`config.mk`:
```
export PLATFORM = sky130hd
export DESIGN_NAME = pause_gen
export DESIGN_NICKNAME = d
export VERILOG_FILES = /design/src/rtl/pause_gen_pkg.sv /design/src/rtl/pg_lvl_unpack.sv /design/src/rtl/pg_level_cmp.sv /design/src/rtl/pg_flow_fsm.sv /design/src/rtl/pg_start_det.sv /design/src/rtl/pause_gen.sv
export SDC_FILE = /design/constraint.sdc
export NUM_CORES = 1
export LEC_CHECK = 0
export CORE_MARGIN = 2
export CORE_UTILIZATION = 45
export CTS_CLUSTER_DIAMETER = 100
export DETAILED_ROUTE_END_ITERATION = 16
export DONT_BUFFER_PORTS = 1
export PLACE_DENSITY = 0.63
export SLEW_MARGIN = 10
export SYNTH_ARGS = -nofsm -noshare
export SYNTH_HDL_FRONTEND = slang
export SYNTH_SLANG_ARGS = --single-unit
```
`constraint.sdc`:
```
create_clock -name clk -period 1.5 [get_ports clk]
set_input_delay 0.075 -clock clk [delete_from_list [all_inputs] [get_ports clk]]
set_output_delay 0.075 -clock clk [all_outputs]
set_load 0.005 [all_outputs]
```
`src/rtl/pause_gen_pkg.sv`:
```
package pause_gen_pkg;

    localparam int LVL_W      = 9;
    localparam int PAUSE_LSB  = 0;
    localparam int RESUME_LSB = 12;
    localparam int UNIT_SHIFT = 6;
    localparam int CODE_W     = 3;
    localparam int CODE_MAX   = 5;

    typedef struct packed {
        logic [LVL_W-1:0] pause_lvl;
        logic [LVL_W-1:0] resume_lvl;
    } lvl_pair_t;

    typedef struct packed {
        logic want_stop;
        logic want_resume;
    } flow_cond_t;

    typedef enum logic {
        FLOW_RUN  = 1'b0,
        FLOW_HOLD = 1'b1
    } flow_state_t;

    // Byte count selected by a start code; out-of-range codes saturate.
    function automatic logic [31:0] start_bytes(input logic [CODE_W-1:0] code);
        logic [CODE_W-1:0] c;
        c = (int'(code) > CODE_MAX) ? CODE_W'(CODE_MAX) : code;
        return 32'd64 << c;
    endfunction

endpackage

```
`src/rtl/pg_lvl_unpack.sv`:
```
module pg_lvl_unpack
    import pause_gen_pkg::*;
(
    input  logic [31:0] word_i,
    output lvl_pair_t   lvl_o
);
    always_comb begin
        lvl_o.pause_lvl  = word_i[PAUSE_LSB  +: LVL_W];
        lvl_o.resume_lvl = word_i[RESUME_LSB +: LVL_W];
    end
endmodule

```
`src/rtl/pg_level_cmp.sv`:
```
module pg_level_cmp
    import pause_gen_pkg::*;
#(
    parameter int OCC_W = 16
) (
    input  logic [OCC_W-1:0] occ_i,
    input  lvl_pair_t        lvl_i,
    output flow_cond_t       cond_o
);
    localparam int UNIT_W = OCC_W - UNIT_SHIFT;

    logic [UNIT_W-1:0] units;
    logic [31:0]       units_x;
    logic [31:0]       pause_x;
    logic [31:0]       resume_x;

    always_comb begin
        units    = occ_i[OCC_W-1:UNIT_SHIFT];
        units_x  = 32'(units);
        pause_x  = 32'(lvl_i.pause_lvl);
        resume_x = 32'(lvl_i.resume_lvl);
        cond_o.want_stop   = units_x > pause_x;
        cond_o.want_resume = units_x < resume_x;
    end
endmodule

```
`src/rtl/pg_flow_fsm.sv`:
```
module pg_flow_fsm
    import pause_gen_pkg::*;
(
    input  logic       clk,
    input  logic       rst,
    input  flow_cond_t cond_i,
    output logic       stop_req_o,
    output logic       resume_req_o,
    output logic       paused_o
);
    flow_state_t state_q, state_d;
    logic        stop_d, resume_d;

    always_comb begin
        state_d  = state_q;
        stop_d   = 1'b0;
        resume_d = 1'b0;
        unique case (state_q)
            FLOW_RUN: begin
                if (cond_i.want_stop) begin
                    state_d = FLOW_HOLD;
                    stop_d  = 1'b1;
                end
            end
            FLOW_HOLD: begin
                // Stop condition outranks resume: stay paused.
                if (cond_i.want_resume && !cond_i.want_stop) begin
                    state_d  = FLOW_RUN;
                    resume_d = 1'b1;
                end
            end
            default: state_d = FLOW_RUN;
        endcase
    end

    always_ff @(posedge clk) begin
        if (rst) begin
            state_q      <= FLOW_RUN;
            stop_req_o   <= 1'b0;
            resume_req_o <= 1'b0;
        end else begin
            state_q      <= state_d;
            stop_req_o   <= stop_d;
            resume_req_o <= resume_d;
        end
    end

    assign paused_o = (state_q == FLOW_HOLD);

    p_req_exclusive_r5: assert property (@(posedge clk) disable iff (rst)
        !(stop_req_o && resume_req_o));
    p_stop_enters_hold_r3: assert property (@(posedge clk) disable iff (rst)
        stop_req_o |-> (paused_o && !$past(paused_o)));
    p_resume_leaves_hold_r4: assert property (@(posedge clk) disable iff (rst)
        resume_req_o |-> (!paused_o && $past(paused_o)));
    p_stop_single_r5: assert property (@(posedge clk) disable iff (rst)
        stop_req_o |=> !stop_req_o);
    p_resume_single_r5: assert property (@(posedge clk) disable iff (rst)
        resume_req_o |=> !resume_req_o);
    p_stop_priority_r6: assert property (@(posedge clk) disable iff (rst)
        (paused_o && cond_i.want_stop) |=> (paused_o && !resume_req_o));
endmodule

```
`src/rtl/pg_start_det.sv`:
```
module pg_start_det
    import pause_gen_pkg::*;
#(
    parameter int OCC_W = 16
) (
    input  logic              clk,
    input  logic              rst,
    input  logic [OCC_W-1:0]  occ_i,
    input  logic [CODE_W-1:0] code_i,
    output logic              start_o
);
    logic [31:0] limit;
    logic        reach;

    always_comb begin
        limit = start_bytes(code_i);
        reach = 32'(occ_i) >= limit;
    end

    always_ff @(posedge clk) begin
        if (rst) start_o <= 1'b0;
        else     start_o <= reach;
    end

    p_start_floor_r7: assert property (@(posedge clk) disable iff (rst)
        start_o |-> ($past(32'(occ_i)) >= 32'd64));
    p_start_ceiling_r7: assert property (@(posedge clk) disable iff (rst)
        ($past(32'(occ_i)) >= 32'd2048) && !$past(rst) |-> start_o);
endmodule

```
`src/rtl/pause_gen.sv`:
```
module pause_gen
    import pause_gen_pkg::*;
#(
    parameter int OCC_W = 16
) (
    input  logic             clk,
    input  logic             rst,
    input  logic [OCC_W-1:0] occ_bytes_i,
    input  logic [31:0]      thr_word_i,
    input  logic [2:0]       start_code_i,
    output logic             xoff_req_o,
    output logic             xon_req_o,
    output logic             paused_o,
    output logic             dma_start_o
);
    lvl_pair_t  lvl;
    flow_cond_t cond;

    pg_lvl_unpack u_unpack (
        .word_i (thr_word_i),
        .lvl_o  (lvl)
    );

    pg_level_cmp #(.OCC_W(OCC_W)) u_cmp (
        .occ_i  (occ_bytes_i),
        .lvl_i  (lvl),
        .cond_o (cond)
    );

    pg_flow_fsm u_fsm (
        .clk          (clk),
        .rst          (rst),
        .cond_i       (cond),
        .stop_req_o   (xoff_req_o),
        .resume_req_o (xon_req_o),
        .paused_o     (paused_o)
    );

    pg_start_det #(.OCC_W(OCC_W)) u_start (
        .clk     (clk),
        .rst     (rst),
        .occ_i   (occ_bytes_i),
        .code_i  (start_code_i),
        .start_o (dma_start_o)
    );

    p_reset_quiet_r1: assert property (@(posedge clk)
        $past(rst) |-> (!xoff_req_o && !xon_req_o && !paused_o && !dma_start_o));
endmodule

```
==> metrics.md <==
| Metric | Value |
|---|---|
| Port Buffers | `0` |
| Clk sinks | `4` |
| CP arrival | `1.40 ns` |
| Area after DPL | `773 um2` |
| Reg area | `80.1 um2` |
| DR pass1 iterations | `4` |
| Synthesis-to-layout area growth | `7.51%` |
| DP Wirelength | `1420 um` |
| Worst path max stage delay | `0.28 ns` |
| Die area | `0.00201 mm2` |
| Diodes inserted | `0` |
| VDD IR max | `0.226 mV` |
| Fmax achieved | `819 MHz` |
| Synthesized flop and latch total | `4` |
| Area of the multi-input gates | `602 um2` |
| Vias in the first global route | `617` |
| Worst Hold Class | `primary input to flop` |
| Setup Viol. Count Final | `0` |
| # hold bufs at CTS | `1` |
| Clock root cell | `clkbuf_4` |
| Die Span X | `44.8 um` |
| Synth top area share | `41.7%` |
| Num CTS Buffers | `3` |
| Remaining antenna violation count after routing | `0` |
| H-tree levels | `1` |
| Worst path bufs/invs | `1` |
| Final critical-path share of the clock period | `81.4%` |
| EDFF count, synth | `0` |
| PwrDens | `524 mW/mm2` |
| Die Y | `44.8 um` |
| Synth cell types | `28` |
| Worst-path clk slew | `0.04 ns` |
| Final count of hold timing violations | `0` |
| Largest net degree at the start of global routing | `7` |
| Primary flip-flop cell chosen by synthesis mapping | `dfxtp_1` |
| Post-synth top cells | `ha_1, inv_1, a21oi_1, nand2_1, nor2_1` |
| Clock Path Buffers | `2` |
| WL/cell | `13.5 um` |
| Post-CTS sizing | `0` |
| Routed vias/inst | `5.77` |
| Final worst path period need | `1.22 ns` |
| Asr flop ratio synth | `0%` |
| Status | `finished, final reports clean` |
| DRC | `0` |
| CP Class | `primary input to flop` |
| LEAKAGE | `0.440 nW` |
| RSZ-0062 raised after global routing | `no` |
| GRT Total Usage | `17.4%` |
| NumNets Final | `179` |
| Synth top area cells | `ha_1, dfxtp_1, inv_1, a21oi_1, nand2_1` |
| Clock skew | `0.00392 ns` |
| Final GP Congestion | `0.812` |
| Mapped cell area | `749 um2` |
| CP delay by family, top | `compound AO/OA/AOI/OAI gates` |
| Global route total overflow | `0` |
| Fillers | `162` |
| Most frequent cell after synthesis | `ha_1` |
| CTS tree | `built` |
| Core Footprint | `0.00154 mm2` |
| Area leader, netlist | `ha_1` |
| Synth Instances | `94` |
| Max_cap viols | `0` |
| Seq/Total Area, Yosys | `10.7%` |
| First-pass GRT wire length | `2490 um` |
| # IOs | `57` |
| Fin area | `806 um2` |
| Syn avg cell area | `7.97 um2` |
| Initial Util | `48.6%` |
| CP Max Fanout | `3` |
| Worst EP required | `1.68 ns` |
| Clock latency on the worst-skew pair | `0.24 ns` |
| Yosys warns | `0` |
| Cell breakdown of the critical path | `inv_1 -> ha_1 -> a21o_1 -> a211oi_2 -> o21ai_1 -> o31ai_2 -> and3b_1` |
| Final Max Slew Viols | `0` |
| Num rows | `14` |
| Setup bufs post-CTS | `0` |
| Layout cells sized above 1 | `6.06%` |
| Detailed Route WL | `1550 um` |
| CP max-delay cell | `ha_1` |
| Initial DRC count | `3` |
| Via count | `664` |
| Initial antenna violation count | `0` |
| Worst Setup Start Kind | `primary input` |
| Setup TNS Final | `0 ns` |
| Worst Setup End Kind | `flop` |
[cells by family (layout without fill, tap and decap cells)]
| family | Yosys count | after routing | synth area share [%] |
|---|---|---|---|
| flops | 4 | 4 | 10.7 |
| other cells | 1 | 2 | 0.500 |
| compound gates | 25 | 25 | 23.4 |
| fa+ha+maj | 25 | 25 | 41.7 |
| simple gates | 20 | 20 | 14.2 |
| buf+inv | 19 | 23 | 9.52 |
[cells in the final DEF (no fill, tap or decap), types with 2 or more instances in the layout]
| cell | instances |
|---|---|
| o22ai_1 | 2 |
| a21oi_1 | 7 |
| a21o_1 | 2 |
| a211o_1 | 2 |
| conb_1 | 2 |
| inv_1 | 19 |
| nand2_1 | 5 |
| o21ai_0 | 3 |
| nor3_1 | 2 |
| clkbuf_4 | 3 |
| nor2_1 | 5 |
| nand4_1 | 2 |
| ha_1 | 25 |
| dfxtp_1 | 4 |
[report_power, final]
part           internal, mW  leakage (nW)  switching [mW]
logic                0.0793         0.393          0.0830
clock network        0.0896        0.0138          0.0457
registers             0.117        0.0332         0.00743
[metrics by stage]
step	total power, mW	setup slack (ns)	cells	util, %	hold slack, ns
2_1_floorplan	0.253	0.198	95	-	0.154
3_3_place_gp	0.277	0.0946	111	50.2	0.162
3_5_place_dp	0.286	0.0147	111	50.2	0.185
4_1_cts	0.426	0.256	115	52.3	0.0604
5_1_grt	0.464	0.184	115	52.3	0.0734
6_report	0.422	0.279	115	52.3	0.0604
[sequential cells by signal, indices dropped and copies added, names as in the netlist]
| register | cells |
|---|---|
| u_fsm.paused_o | 1 |
| u_fsm.resume_req_o | 1 |
| u_fsm.stop_req_o | 1 |
| u_start.start_o | 1 |
[layer usage]
metal	track usage, %	share of wire, %	up-vias
li1	-	-	351
met1	19.9	45	279
met2	29.6	47	27
met3	3.60	4.8	7
met4	10.6	3.5	0
met5	0	0	-
[tightest hold or removal path, cell delays in order]
cell and delay [ns]:
inv_1 0.03, nand2_1 0.06, o22ai_1 0.07
[cell type report]
class                           instances  area share (%)
Tap cell                               16            2.48
Clock buffer                            3            2.80
Inverter                               19            8.85
Timing Repair Buffer                    1            1.24
Sequential cell                         4            9.94
Multi-Input combinational cell         72            74.7
[final timing paths]
path	startpoint	end	slack, ns	depth (start not counted)
max reg2reg	u_fsm.paused_o$_SDFF_PP0_	u_fsm.resume_req_o$_SDFF_PP0_	0.81	2
min	rst	u_fsm.paused_o$_SDFF_PP0_	0.06	3
min reg2reg	u_fsm.paused_o$_SDFF_PP0_	u_fsm.stop_req_o$_SDFF_PP0_	0.49	1
max	thr_word_i[7]	u_fsm.resume_req_o$_SDFF_PP0_	0.28	7
(Power assumes the default switching activity.)
